$ cat src/rtl/qdec_pkg.sv
package qdec_pkg;

    typedef struct packed {
        logic       spare;
        logic [1:0] idx_state;
        logic       idx_use;
        logic       dec_on;
        logic [2:0] filt_code;
    } qdec_cfg_t;

    typedef enum logic [1:0] {
        STEP_NONE = 2'd0,
        STEP_UP   = 2'd1,
        STEP_BAD  = 2'd2,
        STEP_DOWN = 2'd3
    } step_e;

    localparam int unsigned FILT_MAX = 5;

    // Position of a phase pair along the forward Gray order 00,01,11,10
    function automatic logic [1:0] gray_pos(input logic [1:0] s);
        return {s[1], s[1] ^ s[0]};
    endfunction

    // Sample count required by a filter code, saturating at FILT_MAX
    function automatic logic [2:0] filt_need(input logic [2:0] code);
        if (code >= 3'(FILT_MAX - 1))
            return 3'(FILT_MAX);
        return code + 3'd1;
    endfunction

endpackage

$ cat src/rtl/qdec_glitch_filter.sv
module qdec_glitch_filter #(
    parameter int RUN_W = 3
) (
    input  logic             clk,
    input  logic             rst,
    input  logic             raw,
    input  logic [RUN_W-1:0] need,
    output logic             filt
);
    logic [RUN_W-1:0] run;
    logic [RUN_W:0]   run_next;

    assign run_next = {1'b0, run} + {{RUN_W{1'b0}}, 1'b1};

    always_ff @(posedge clk) begin
        if (rst) begin
            filt <= 1'b0;
            run  <= '0;
        end else if (raw == filt) begin
            run  <= '0;
        end else if (run_next >= {1'b0, need}) begin
            filt <= raw;
            run  <= '0;
        end else begin
            run  <= run_next[RUN_W-1:0];
        end
    end
endmodule

$ cat src/rtl/qdec_step_decode.sv
module qdec_step_decode
    import qdec_pkg::*;
(
    input  logic       clk,
    input  logic       rst,
    input  logic [1:0] phase,
    output step_e      step
);
    logic [1:0] prev;
    logic [1:0] delta;

    always_ff @(posedge clk) begin
        if (rst) prev <= 2'b00;
        else     prev <= phase;
    end

    assign delta = gray_pos(phase) - gray_pos(prev);

    always_comb begin
        unique case (delta)
            2'd0:    step = STEP_NONE;
            2'd1:    step = STEP_UP;
            2'd3:    step = STEP_DOWN;
            default: step = STEP_BAD;
        endcase
    end
endmodule

$ cat src/rtl/qdec_index_qual.sv
module qdec_index_qual (
    input  logic       clk,
    input  logic       rst,
    input  logic       enable,
    input  logic       idx_filt,
    input  logic [1:0] phase,
    input  logic [1:0] want,
    output logic       hit,
    output logic       pulse
);
    logic match;
    logic match_q;

    assign match = enable & idx_filt & (phase == want);
    assign hit   = match & ~match_q;

    always_ff @(posedge clk) begin
        if (rst) begin
            match_q <= 1'b0;
            pulse   <= 1'b0;
        end else begin
            match_q <= match;
            pulse   <= hit;
        end
    end
endmodule

$ cat src/rtl/qdec_position.sv
module qdec_position
    import qdec_pkg::*;
#(
    parameter int CNT_W = 16
) (
    input  logic             clk,
    input  logic             rst,
    input  logic             enable,
    input  step_e            step,
    input  logic             reload,
    output logic [CNT_W-1:0] count,
    output logic             dir_up,
    output logic             err
);
    localparam logic [CNT_W-1:0] ONE = CNT_W'(1);

    always_ff @(posedge clk) begin
        if (rst) begin
            count  <= '0;
            dir_up <= 1'b0;
            err    <= 1'b0;
        end else if (enable) begin
            unique case (step)
                STEP_UP:   dir_up <= 1'b1;
                STEP_DOWN: dir_up <= 1'b0;
                STEP_BAD:  err    <= 1'b1;
                default:   ;
            endcase
            if (reload)
                count <= '0;
            else if (step == STEP_UP)
                count <= count + ONE;
            else if (step == STEP_DOWN)
                count <= count - ONE;
        end
    end
endmodule

$ cat src/rtl/qdec_top.sv
module qdec_top
    import qdec_pkg::*;
#(
    parameter int CNT_W = 16
) (
    input  logic             clk,
    input  logic             rst,
    input  logic [7:0]       ctrl_word,
    input  logic             ph_a,
    input  logic             ph_b,
    input  logic             idx_in,
    output logic [CNT_W-1:0] count,
    output logic             dir_up,
    output logic             idx_pulse,
    output logic             step_err
);
    localparam int NUM_IN = 3;
    localparam int RUN_W  = 3;

    qdec_cfg_t         cfg;
    logic [RUN_W-1:0]  need;
    logic [NUM_IN-1:0] raw_in;
    logic [NUM_IN-1:0] filt_in;
    logic [1:0]        phase;
    step_e             step;
    logic              idx_hit;
    logic              unused_spare;

    assign cfg          = qdec_cfg_t'(ctrl_word);
    assign unused_spare = cfg.spare;
    assign need         = filt_need(cfg.filt_code);
    assign raw_in       = {idx_in, ph_b, ph_a};
    assign phase        = {filt_in[0], filt_in[1]};

    for (genvar i = 0; i < NUM_IN; i++) begin : g_filt
        qdec_glitch_filter #(.RUN_W(RUN_W)) u_filt (
            .clk  (clk),
            .rst  (rst),
            .raw  (raw_in[i]),
            .need (need),
            .filt (filt_in[i])
        );
    end

    qdec_step_decode u_step (
        .clk   (clk),
        .rst   (rst),
        .phase (phase),
        .step  (step)
    );

    qdec_index_qual u_idx (
        .clk      (clk),
        .rst      (rst),
        .enable   (cfg.dec_on & cfg.idx_use),
        .idx_filt (filt_in[2]),
        .phase    (phase),
        .want     (cfg.idx_state),
        .hit      (idx_hit),
        .pulse    (idx_pulse)
    );

    qdec_position #(.CNT_W(CNT_W)) u_pos (
        .clk    (clk),
        .rst    (rst),
        .enable (cfg.dec_on),
        .step   (step),
        .reload (idx_hit),
        .count  (count),
        .dir_up (dir_up),
        .err    (step_err)
    );
endmodule

$ cat config.mk
export PLATFORM = sky130hd
export DESIGN_NAME = qdec_top
export DESIGN_NICKNAME = d
export VERILOG_FILES = /design/src/rtl/qdec_pkg.sv /design/src/rtl/qdec_glitch_filter.sv /design/src/rtl/qdec_step_decode.sv /design/src/rtl/qdec_index_qual.sv /design/src/rtl/qdec_position.sv /design/src/rtl/qdec_top.sv
export SDC_FILE = /design/constraint.sdc
export NUM_CORES = 1
export LEC_CHECK = 0
export CORE_MARGIN = 3
export CORE_UTILIZATION = 25
export CTS_CLUSTER_DIAMETER = 40
export DETAILED_ROUTE_END_ITERATION = 8
export SYNTH_ARGS = -nofsm -noshare
export SYNTH_HDL_FRONTEND = slang
export SYNTH_SLANG_ARGS = --single-unit
$ cat constraint.sdc
create_clock -name clk -period 3.5 [get_ports clk]
set_clock_uncertainty 0.15 [all_clocks]
set_input_delay 0.7 -clock clk [delete_from_list [all_inputs] [get_ports clk]]
set_output_delay 0.7 -clock clk [all_outputs]
set_load 0.05 [all_outputs]
Word level (Yosys, flattened, before mapping)
Index checks and enable logic that the tools add are counted.
{"block": "op_classes", "order_cmp": 4, "n_mux": 8, "add_sub_neg": 7, "eq_ne": 9, "bitwise": 10, "n_reduce_logical": 12}
{"cell": "16-bit 2-to-1 mux", "count": 3}
{"cell": "16-bit by 1-bit adder with 16-bit output (second input constant)", "count": 1}
{"cell": "16-bit by 1-bit subtractor with 16-bit output (second input constant)", "count": 1}
{"cell": "3-bit by 1-bit adder with 4-bit output (second input constant)", "count": 3}
{"cell": "4-bit by 3-bit >= comparator with 1-bit output", "count": 3}
{"cell": "2-bit AND reduction", "count": 6}
{"cell": "3-bit OR reduction", "count": 3}
{"cell": "2-bit equality test (second input constant)", "count": 3}
{"cell": "3-bit 2-to-1 mux", "count": 2}
{"cell": "2-bit one-hot mux with 3 select lines", "count": 1}
{"cell": "1-bit bitwise AND", "count": 4}
{"cell": "2-bit by 1-bit equality test with 1-bit output (second input constant)", "count": 2}
{"cell": "1-bit inverter", "count": 4}
{"cell": "3-bit by 1-bit adder with 3-bit output (second input constant)", "count": 1}
{"cell": "1-bit equality test", "count": 3}
{"cell": "3-bit >= comparator (second input constant)", "count": 1}
{"cell": "3-bit nonzero test", "count": 1}
{"cell": "2-bit equality test", "count": 1}
{"cell": "2-bit logical NOT", "count": 1}
{"cell": "1-bit one-hot mux with 2 select lines", "count": 1}
{"cell": "2-bit nonzero test", "count": 1}
{"cell": "2-bit subtractor", "count": 1}
{"cell": "1-bit XOR", "count": 2}
{"cell": "1-bit 2-to-1 mux", "count": 1}
{"block": "totals", "reg_bits": 34, "output_inout_bits": 19, "input_bits": 13, "wordCells": 62}

Depth between registers and ports, before layout
Gate-level depths: netlist of run 1.
{"block": "depth", "ltp_word": 8, "ltp_mapped": 14, "mapped_depth_nobuf": 12}

Modules after synthesis
From an unflattened synthesis of run 1, not the netlist that was laid out.
{"block": "unflattened", "hier_cells": 270, "hier_area_um2": 2344.7}
{"mod": "qdec_position", "cells_each": 169, "area_each_um2": 1365.1, "seq_area_each_um2": 360.3, "n_inst": 1}
{"mod": "qdec_glitch_filter", "cells_each": 25, "area_each_um2": 239.0, "seq_area_each_um2": 80.1, "n_inst": 3}
{"mod": "qdec_step_decode", "cells_each": 9, "area_each_um2": 110.1, "seq_area_each_um2": 40.0, "n_inst": 1}
{"mod": "qdec_index_qual", "cells_each": 9, "area_each_um2": 92.6, "seq_area_each_um2": 40.0, "n_inst": 1}
{"mod": "qdec_top", "cells_each": 8, "area_each_um2": 60.1, "seq_area_each_um2": 0.0, "n_inst": 1}

Worst setup path after synthesis of run 1
Ideal clock, no wire load.
{"block": "synth_path", "path_type": "register -> register", "from": "register g_filt[0].u_filt.filt", "to": "register u_pos.count[15]", "n_path_buf": 1, "required_ns": 3.278, "arrival_ns": 3.360, "setup_ns": 0.072, "stages_incl_launch_ff": 14, "period_less_slack_ns": 3.582, "path_slack_ns": -0.082, "cell_sequence": "dfxtp_1 -> clkbuf_1 -> xnor2_1 -> ha_1 -> xnor2_1 -> xnor2_1 -> or2_2 -> ha_1 -> a21o_1 -> a31o_1 -> or4_4 -> o22ai_2 -> mux2i_1 -> mux2i_1"}
{"block": "synth_between", "elab_chain_len": 7, "word_cells_on_any_way": 15, "cone_classes": "add/sub (1); eq/ne (5); mux (3); bitwise (3); reduce/logical (3)"}
{"element": "from (decl)", "line_no": "qdec_glitch_filter.sv:8", "rtl": "output logic filt"}
{"element": "from (signal assigned)", "line_no": "qdec_glitch_filter.sv:22", "rtl": "filt <= raw;"}
{"element": "1-bit XOR", "line_no": "qdec_pkg.sv:22", "rtl": "return {s[1], s[1] ^ s[0]};"}
{"element": "2-bit subtractor", "line_no": "qdec_step_decode.sv:17", "rtl": "assign delta = gray_pos(phase) - gray_pos(prev);"}
{"element": "2-bit equality test, or another cell as far along", "line_no": "qdec_step_decode.sv:20", "rtl": "unique case (delta)"}
{"element": "2-bit one-hot mux with 3 select lines", "line_no": "qdec_step_decode.sv:20"}
{"element": "2-bit equality test or 2-bit by 1-bit equality test with 1-bit output (tied branches)", "line_no": "qdec_position.sv:33, qdec_position.sv:31"}
{"element": "3-bit nonzero test (no line) or 16-bit 2-to-1 mux (tied branches)"}
{"element": "2-bit AND reduction (no line) or 16-bit 2-to-1 mux (tied branches)"}
{"element": "to (signal assigned)", "line_no": "qdec_position.sv:32", "rtl": "count <= count + ONE;"}
{"element": "to (signal assigned)", "line_no": "qdec_position.sv:34", "rtl": "count <= count - ONE;"}
{"element": "to (decl)", "line_no": "qdec_position.sv:11", "rtl": "output logic [CNT_W-1:0] count,"}
Several ways; a longest one is shown, not always the timed one.
A chain may end at the register's enable or synchronous reset.

Final worst setup path of run 1
{"block": "layout_path", "from": "register u_step.prev[1]", "to": "register u_pos.count[15]"}
{"block": "layout_between", "elab_chain_len": 7, "word_cells_on_any_way": 12, "cone_classes": "add/sub (1); eq/ne (4); mux (3); bitwise (1); reduce/logical (3)"}
{"element": "from (decl)", "line_no": "qdec_step_decode.sv:9", "rtl": "logic [1:0] prev;"}
{"element": "from (signal assigned)", "line_no": "qdec_step_decode.sv:14", "rtl": "else prev <= phase;"}
{"element": "1-bit XOR", "line_no": "qdec_pkg.sv:22"}
{"element": "2-bit subtractor *", "line_no": "qdec_step_decode.sv:17"}
{"element": "2-bit equality test, or another cell as far along", "line_no": "qdec_step_decode.sv:20"}
{"element": "2-bit one-hot mux with 3 select lines *", "line_no": "qdec_step_decode.sv:20"}
{"element": "2-bit equality test or 2-bit by 1-bit equality test with 1-bit output (tied branches)", "line_no": "qdec_position.sv:33, qdec_position.sv:31"}
{"element": "3-bit nonzero test (no line) or 16-bit 2-to-1 mux (tied branches)"}
{"element": "2-bit AND reduction (no line) or 16-bit 2-to-1 mux (tied branches)"}
Mark *: on every way between the ends. The rest lies on a longest branch, timed or not.

==> results of run 1 <==
## layout make-up
| class | instances | area [µm²] |
|---|---|---|
| fillers | 890 | 5872 |
| multi-input cells | 214 | 1590 |
| flip-flops and latches | 34 | 681.9 |
| repair buffers | 44 | 417.9 |
| well taps | 108 | 135.1 |
| clock buffers | 5 | 68.82 |
| clock inverters | 3 | 45.04 |
| inverters | 10 | 37.54 |
## per-layer routing
metal	up-vias	track usage	part of all wire
met5	-	0	0
met4	0	0.05045	0.026
met3	10	0.03140	0.040
met2	31	0.1719	0.45
met1	923	0.1297	0.48
li1	1032	-	-
## power by group through the flow
stage	sequential [mW]	clock, mW	combinational (mW)
2_1_floorplan	0.637	0	0.748
3_3_place_gp	0.499	0	1.17
3_5_place_dp	0.499	0	1.17
4_1_cts	0.492	0.383	1.18
5_1_grt	0.502	0.401	1.38
6_report	0.491	0.375	1.26
## timing repair
| item | 4_1_cts | 5_1_grt |
|---|---|---|
| setup endpoints to repair | 0 | 2 |
| gates resized for setup | 0 | 13 |
| buffers inserted | 0 | 3 |
## metrics by stage
stage / TNS (ps) / instance area [µm²] / std cells / hold WS, ps
2_1_floorplan: 0 / 2310 / 268 / 277.0
3_3_place_gp: 0 / 2780 / 407 / 293.2
3_5_place_dp: 0 / 2780 / 407 / 297.5
4_1_cts: 0 / 2894 / 415 / 313.2
5_1_grt: -0.2109 / 2977 / 418 / 317.9
6_report: 0 / 2977 / 418 / 315.7
## cells in the final DEF (no fill, tap or decap), types with 2 or more instances in the layout
cell type and instances:
sky130_fd_sc_hd__clkinvlp_4 2, sky130_fd_sc_hd__mux2i_1 7, sky130_fd_sc_hd__clkdlybuf4s50_1 30, sky130_fd_sc_hd__nand3_1 9
sky130_fd_sc_hd__nand2b_1 8, sky130_fd_sc_hd__or3_2 2, sky130_fd_sc_hd__ha_1 28, sky130_fd_sc_hd__a21o_1 6
sky130_fd_sc_hd__a21boi_0 3, sky130_fd_sc_hd__or3_1 3, sky130_fd_sc_hd__clkbuf_8 5, sky130_fd_sc_hd__nor3_1 3
sky130_fd_sc_hd__xnor2_1 12, sky130_fd_sc_hd__nand2_1 24, sky130_fd_sc_hd__nor2_1 15, sky130_fd_sc_hd__a21oi_1 21
sky130_fd_sc_hd__o21a_1 2, sky130_fd_sc_hd__nor2b_1 7, sky130_fd_sc_hd__o21bai_1 2, sky130_fd_sc_hd__or2_2 2
sky130_fd_sc_hd__o21ai_0 10, sky130_fd_sc_hd__buf_4 13, sky130_fd_sc_hd__dfxtp_1 33, sky130_fd_sc_hd__a31oi_1 4
sky130_fd_sc_hd__ha_2 4, sky130_fd_sc_hd__xor2_1 7, sky130_fd_sc_hd__a211oi_1 4, sky130_fd_sc_hd__and3_1 5
sky130_fd_sc_hd__nand4_1 3, sky130_fd_sc_hd__inv_1 10
## synth_stat cells (all sizes together), types with 2 or more instances
cell type,n,area [µm²]
a31oi,6,37.54
inv,10,37.54
o21bai,2,15.01
nand4,3,18.77
nor2b,7,43.79
nor2,15,56.30
clkbuf,10,47.54
mux2i,7,70.07
nand3,9,45.04
and3,6,38.79
a21boi,3,22.52
o21a,2,15.01
nand2b,8,50.05
a21o,7,53.80
ha,32,400.4
xor2,7,61.31
or2,3,18.77
or3,5,33.78
a21oi,22,110.1
nand2,24,90.09
a211oi,4,30.03
xnor2,13,113.9
o21ai,11,55.05
nor3,3,15.01
dfxtp,34,680.7
## cells by family (layout without fill, tap and decap cells)
kind of cell | Yosys count | in the layout
AOI/OAI and AO/OA | 67 | 67
xor gates and xnor gates | 20 | 20
adders and majority gates | 33 | 33
buffers and inverters | 20 | 62
DFF | 34 | 34
muxes | 7 | 7
and+or+nand+nor | 87 | 87
## registers in the layout, summed over array words and instances (netlist names)
register	cells
u_pos.count	16
g_filt.u_filt.run	9
g_filt.u_filt.filt	3
u_step.prev	2
u_idx.match_q	1
u_idx.pulse	1
u_pos.dir_up	1
u_pos.err	1
## path summary, 6_finish.rpt
| path | end | slack (ps) | depth (start not counted) | from |
|---|---|---|---|---|
| worst max-delay path | u_pos.count[15]$_SDFFE_PP0P_ | 170 | 12 | u_step.prev[1]$_SDFF_PP0_ |
| worst min-delay path | u_idx.pulse$_SDFF_PP0_ | 320 | 1 | u_idx.match_q$_SDFF_PP0_ |
| worst max register to register | u_pos.count[15]$_SDFFE_PP0P_ | 170 | 12 | u_step.prev[1]$_SDFF_PP0_ |
| worst min register to register | u_idx.pulse$_SDFF_PP0_ | 320 | 1 | u_idx.match_q$_SDFF_PP0_ |
==> results by stage, run 1 <==
Run status:
- The run finished with clean final reports.

Global routing:
- Entering global routing, the biggest net connects 20 pins.
- The number of global-route vias before repair is 1969.
- The number of antenna violations at the first check in global routing is 0.
- Summed over all layers, the global routing overflow is 0.
- The wire length of the first global-routing pass is 8.797 mm.
- In the global route stage, overall resource usage came out at 0.1064.

Critical path:
- By startpoint and endpoint, the worst setup path is classified as flip-flop to flip-flop.
- The category of the worst setup path launch point is a flip-flop.
- The data required time at the worst endpoint is 3580 ps.
- The cell family contributing the most delay on the critical path is simple AND/OR/NAND/NOR gates.
- The most numerous cell on the critical path is sky130_fd_sc_hd__mux2i_1.
- The maximum fanout encountered on the critical timing path is 6.
- The worst path arrival time is 3410 ps.
- The largest stage delay on the critical path is 490 ps.
- STA classifies the critical path endpoint as a flip-flop.
- The number of buffer and inverter stages on the critical path is 0.
- Traced cell by cell, the critical path runs through xor2_1 -> ha_2 -> xnor2_2 -> xnor2_1 -> or2_4 -> ha_1 -> a21o_1 -> a31o_1 -> or4_4 -> o22ai_2 -> mux2i_1 -> mux2i_1.
- The slowest library cell on the worst path is sky130_fd_sc_hd__or4_4.

Logic synthesis:
- For this run, asynchronously set or reset flops after synthesis account for 0.
- Of the total synthesized cell area, the portion taken by XOR and XNOR cells is 0.07592.
- The number of warning messages in the yosys log is 0.
- The post-synthesis cell area is 2307 µm².
- After synthesis, the largest family of logic cells by area is simple AND/OR/NAND/NOR gates.
- Of the post-synthesis cell area, the part taken by muxes is 0.03037.
- Of the total synthesized cell area, the portion taken by AND, OR, NAND and NOR gates is 0.1925.
- Of the total synthesized cell area, the portion taken by full adders, half adders and majority gates is 0.1822.
- The most common flop cell mapped by yosys is sky130_fd_sc_hd__dfxtp_1.
- In this run, synthesis inferred 0 flip-flops with an integrated enable.
- The flop and latch count out of synthesis is 34.
- Synthesis handed over a netlist of 268 instances.
- Synthesis instantiated 44 different standard cells from the library.
- The per-instance average area after synthesis is 8.609 µm².
- The sequential fraction of the synthesis area is 0.2950.
- The compound-gate portion of the synthesized area came to 0.1871.
- The number of nets in the synthesized netlist is 314.

Clocking:
- Clock latency on the worst-skew pair, taken at its later pin, is 290 ps.
- The cell chosen for the clock root is sky130_fd_sc_hd__clkbuf_8.
- The number of clock buffers inserted by TritonCTS is 5.
- The count of clock tree sinks is 34.
- Counting along the longest clock path gives a buffer depth of 2.
- The clock slew at the register clock pins of the worst setup and hold paths is 80 ps.
- Buffers inserted to repair hold after CTS numbered 0.
- TritonCTS built the clock tree.
- The H-tree generated during clock tree synthesis spans 2 levels.

Place:
- The count of buffers added on input and output ports is 30.
- The final weighted congestion in routability-driven placement is 0.8135.
- Once detailed placement completed, the half-perimeter wirelength came to 3.881 mm.
- OpenSTA, run right after detailed placement, puts the worst setup slack at 170.5 ps.

Pwr:
- The worst-case IR drop observed on VDD is 0.2079 mV.
- Overall power consumption after layout is estimated at 2.126 mW.
- The net switching power is 0.9007 mW.
- For this design the static power due to leakage is 1.260 nW.
- The part of the total power dissipated in the clock network is 0.176.
- The part of the total power dissipated in sequential elements is 0.231.
- For this design the ratio of total power to cell area is 714.2 nW/µm².
- The internal portion of the total power is 1.225 mW.
- The share of total power dissipated in combinational logic is 0.593.
- The switching power share of the total is 0.4237.

Timing:
- The count of final hold-check violations came to 0.
- The worst path meets setup with 171.3 ps of slack.
- The routed design could run at a clock period as short as 3329 ps.
- Setup violations remaining at the end of the flow were counted as 0.
- The worst pin sits at a relative slew slack of 0.4701.
- For the pin with the worst max-slew slack, the measured transition is 794.8 ps.
- The final count of pins violating max slew came to 0.
- The maximum clock rate is 300.4 MHz.
- Of the available clock period, the critical path in the final layout requires 0.9510.

Die:
- For this configuration, the core starts out at a cell density of 0.2607.
- The floorplan step defined a die boundary enclosing 10420 µm².
- In this run the count of I/O pins placed on the die edge is 32.
- The width of the chip is 102.1 µm.
- The vertical extent of the die is 102.1 µm.
- The area of the core is 8848 µm².
- The floorplan row count is 34.

Finish:
- The count of inserted antenna diode cells is 0.
- The number of nets in the layout is 355.
- For this run, the share of the core covered by cells in the final layout is 0.3364.
- The post-synthesis to final-layout area growth is 29.01%.
- The ratio of cells with drive above 1 in the final layout is 0.1355.

Routing:
- The count of nets left with antenna violations after detail routing is 0.
- The mean number of vias per cell is 4.775.
- The number of remaining DRC errors is 0.
- The final wirelength is 5.290 mm.
- The total iterations of the first detailed-routing run is 4.
- The detailed router finished its first iteration with 47 violations.
- For this block, the via count after detailed routing is 1996.
- The post-detailed-route wirelength per cell is 12.66 µm.

Min path:
- The tightest min-delay check is of the flip-flop to flip-flop type.

Run:
- The tool flagged a number of max-cap violations equal to 0.
(Power assumes the default switching activity.)
==> run 2, diff against run 1 <==
--- a/config.mk
+++ b/config.mk
@@ -6,9 +6,10 @@
 export NUM_CORES = 1
 export LEC_CHECK = 0
 export CORE_MARGIN = 3
-export CORE_UTILIZATION = 25
+export CORE_UTILIZATION = 45
 export CTS_CLUSTER_DIAMETER = 40
 export DETAILED_ROUTE_END_ITERATION = 8
+export PLACE_DENSITY = 0.7
 export SYNTH_ARGS = -nofsm -noshare
 export SYNTH_HDL_FRONTEND = slang
 export SYNTH_SLANG_ARGS = --single-unit
==> constraint.sdc (replaced) <==
create_clock -name clk -period 3.5 [get_ports clk]
set_clock_uncertainty 0.15 [all_clocks]
set_input_delay 1.05 -clock clk [delete_from_list [all_inputs] [get_ports clk]]
set_output_delay 1.05 -clock clk [all_outputs]
set_load 0.05 [all_outputs]
==> results by stage, run 2 (synthesized netlist as in run 1, its figures left out) <==
Global routing:
- The wire length of the first global-routing pass is 8.493 mm (-3.5%).
- The maximum number of pins on one net before global-route repair is 20 (unchanged).
- The number of global-route vias before repair is 1941 (-1.4%).
- The number of antenna violations at the first check in global routing is 0 (unchanged).
- The overall overflow remaining after global route was 0 (unchanged).
- The global-route usage over all layers is 0.1738 (+0.06742).

Routing:
- The total iterations of the first detailed-routing run came to 4 (unchanged).
- The count of nets left with antenna violations after detail routing was 0 (unchanged).
- The mean number of vias per cell was 5.391 (+13%).
- The number of remaining DRC errors is 0 (unchanged).
- The detailed router's first-iteration violation count is 35 (-26%).
- The final wirelength was 5.221 mm (-1.3%).
- The post-detailed-route wirelength per cell was 13.78 µm (+8.9%).
- The total number of vias is 2043 (+2.4%).

Pwr:
- The cell-internal power was 1.303 mW (+6.3%).
- The combinational cell fraction of total power was 0.576 (-0.017).
- The leakage power summed over all cells was 1.280 nW (+1.5%).
- The part of the total power dissipated in the clock network is 0.200 (+0.024).
- The part of the total power dissipated in sequential elements is 0.224 (-0.007).
- The worst supply voltage drop on vdd is 0.4380 mV (+110%).
- The net switching power is 0.8966 mW (-0.45%).
- The power per cell area is 742.0 nW/µm² (+3.9%).
- The switching power share of the total is 0.4077 (-0.01596).

Finish:
- The number of flip-flops under the largest register name is 16 (unchanged).
- The post-synthesis to final-layout area growth is 28.47%.
- In the final layout, the registers with the most flip-flops are u_pos.count x16, g_filt.u_filt.run x9, g_filt.u_filt.filt x3.
- The fill cell instance count of the final layout is 425 (-52%).
- The ratio of cells with drive above 1 in the final layout is 0.1346 (-0.0008685).
- The combined area of the multi-input logic cells was 1618 µm² (+1.7%).
- The final cell utilization of the core is 0.6114 (+0.2750).
- The library cell used most frequently in the layout, excluding fill and tap cells, is sky130_fd_sc_hd__dfxtp_1.
- The count of inserted antenna diode cells is 0 (unchanged).
- The number of nets in the layout is 357 (+0.56%).
- The top register by number of flip-flops is u_pos.count.
- The library cells used most frequently in the layout, excluding fill and tap cells, are 33 x sky130_fd_sc_hd__dfxtp_1, 30 x sky130_fd_sc_hd__clkdlybuf4s50_1, 28 x sky130_fd_sc_hd__ha_1.
- The area used by sequential logic in the layout is 681.9 µm² (unchanged).

Clocking:
- The clock insertion delay at the later pin of the skew report was 290 ps (about the same).
- The maximum level of the CTS H-tree is 2 (unchanged).
- The cell chosen for the clock root is sky130_fd_sc_hd__clkbuf_8.
- The count of clock tree sinks is 34 (unchanged).
- The clock slew at the register clock pins of the worst setup and hold paths was 80 ps (about the same).
- The count of hold-fix buffers inserted at cts is 0 (unchanged).
- The number of clock buffers inserted by TritonCTS came to 5 (unchanged).
- The largest buffer count on any clock path is 2 (unchanged).
- TritonCTS built the clock tree.

Timing:
- Setup repair after global routing could not meet its margin everywhere.
- The setup violation total in the final timing report came to 0 (unchanged).
- The count of final hold-check violations was 0 (unchanged).
- The slew of the pin with the lowest slew margin is 778.1 ps (-16.76 ps).
- The share of the cycle needed by the critical path after routing is 0.9757 (+0.02466).
- The final setup TNS is 0 ps (unchanged).
- The headroom to the max-slew limit came to 0.4813 (+0.01117).
- The final period demand of the worst path is 3415 ps (+86.32 ps).
- The maximum clock rate is 292.8 MHz (-2.5%).
- The final count of pins violating max slew is 0 (unchanged).

Min path:
- The path with the worst hold slack has its endpoint at u_pos.dir_up$_SDFFE_PP0P_.
- The hold-critical path depth is 2 (+1).
- The startpoint identified for the worst hold timing path is u_pos.dir_up$_SDFFE_PP0P_.
- The worst hold-check path type is flip-flop to flip-flop.

Place:
- The number of I/O port buffers is 30 (unchanged).
- The final weighted congestion in routability-driven placement came to 0.8417 (+3.5%).
- The final HPWL from detailed placement is 3.617 mm (-6.8%).

Die:
- The area of the core is 4848 µm² (-45%).
- The floorplan row count is 25 (-26%).
- The vertical extent of the die is 77.61 µm (-24%).
- The number of primary I/O pins is 32 (unchanged).
- The width of the chip is 77.61 µm (-24%).
- The die area is 6023 µm² (-42%).
- The starting density of the core is 0.4759 (+0.2151).

Run:
- The max-capacitance violation count is 0 (unchanged).

Critical path:
- The worst setup path is launched from a flip-flop.
- The worst reg-to-reg setup slack is 90 ps (-90 ps).
- The worst path arrival time is 3490 ps (+80 ps).
- The start of the worst register-to-register path is u_step.prev[1]$_SDFF_PP0_.
- The number of cells on the worst reg-to-reg path is 12 (unchanged).
- The data required time at the worst endpoint was 3580 ps (about the same).
- The end of the worst register-to-register path is u_pos.count[15]$_SDFFE_PP0P_.
- The maximum fanout encountered on the critical timing path is 5 (-1).
- STA classifies the critical path endpoint as a flip-flop.
- The worst setup path is of the flip-flop to flip-flop kind.

Run status:
- The flow ran to the end, and the final reports show no timing, DRC or antenna violations.
-- run 2: layer usage --
| metal | GRT usage | vias up | part of all wire |
|---|---|---|---|
| met5 | 0 | - | 0 |
| met4 | 0.06406 | 0 | 0.012 |
| met3 | 0.03480 | 7 | 0.041 |
| met2 | 0.2902 | 43 | 0.47 |
| met1 | 0.2202 | 953 | 0.48 |
| li1 | - | 1040 | - |
-- run 2: layout make-up --
type                       count  area share
multi-input combinational    216      0.5458
timing repair buffer          44      0.1368
tap                           67     0.02828
clock inverter                 3     0.02322
inverter                      10     0.01266
sequential                    34      0.2301
clock buffer                   5     0.02322
-- run 2: worst max path at each step --
stage	startpoint	to	slack [ps]	cells past startpoint
2_1_floorplan	g_filt[0].u_filt.filt$_SDFFE_PP0P_	u_pos.count[15]$_SDFFE_PP0P_	40	13
3_3_place_gp	u_step.prev[1]$_SDFF_PP0_	u_pos.count[15]$_SDFFE_PP0P_	170	12
3_5_place_dp	ctrl_word[0]	g_filt[2].u_filt.run[2]$_SDFF_PP0_	140	9
4_1_cts	u_step.prev[1]$_SDFF_PP0_	u_pos.count[15]$_SDFFE_PP0P_	150	12
5_1_grt	u_step.prev[1]$_SDFF_PP0_	u_pos.count[15]$_SDFFE_PP0P_	-100	12
6_report	u_step.prev[1]$_SDFF_PP0_	u_pos.count[15]$_SDFFE_PP0P_	90	12
-- run 2: worst max-delay path: stages, from the launching register on --
cell and delay [ps]:
sky130_fd_sc_hd__dfxtp_2 340, sky130_fd_sc_hd__xor2_1 160, sky130_fd_sc_hd__ha_1 220, sky130_fd_sc_hd__xnor2_2 230, sky130_fd_sc_hd__xnor2_2 150, sky130_fd_sc_hd__or2_4 340
sky130_fd_sc_hd__ha_2 230, sky130_fd_sc_hd__a21o_1 210, sky130_fd_sc_hd__a31o_1 250, sky130_fd_sc_hd__or4_4 490, sky130_fd_sc_hd__o22ai_4 160, sky130_fd_sc_hd__mux2i_1 230
sky130_fd_sc_hd__mux2i_1 190
-- run 2: repair_timing --
action / CTS / global route
buffers inserted: 0 / 3
hold endpoints to repair: 0 / 0
resized for setup: 0 / 12
endpoints found under the setup margin: 0 / 3
-- run 2: stage by stage --
stage	hold WS [ps]	total power, mW	instance area (µm²)	worst slack (ps)	std cells
2_1_floorplan	277.0	1.385	2310	41.75	268
3_3_place_gp	291.8	1.653	2729	173.2	366
3_5_place_dp	295.3	1.669	2729	144.7	366
4_1_cts	319.0	2.114	2867	147.4	374
5_1_grt	336.8	2.365	2964	-99.99	379
6_report	317.1	2.199	2964	85.01	379
-- run 2: power by group through the flow --
stage	registers [mW]	clock network [mW]	logic (mW)
finish	0.492	0.440	1.27
global route	0.500	0.462	1.40
CTS	0.489	0.447	1.18
detailed placement	0.497	0	1.17
global placement	0.495	0	1.16
floorplan	0.637	0	0.748
==> run 3, diff against run 2 <==
--- a/config.mk
+++ b/config.mk
@@ -5,6 +5,7 @@
 export SDC_FILE = /design/constraint.sdc
 export NUM_CORES = 1
 export LEC_CHECK = 0
+export ABC_CLOCK_PERIOD_IN_PS = 3500
 export CORE_MARGIN = 3
 export CORE_UTILIZATION = 45
 export CTS_CLUSTER_DIAMETER = 40
==> results of run 3 <==
Final layout, timing and power as in run 2 (identical DEF).
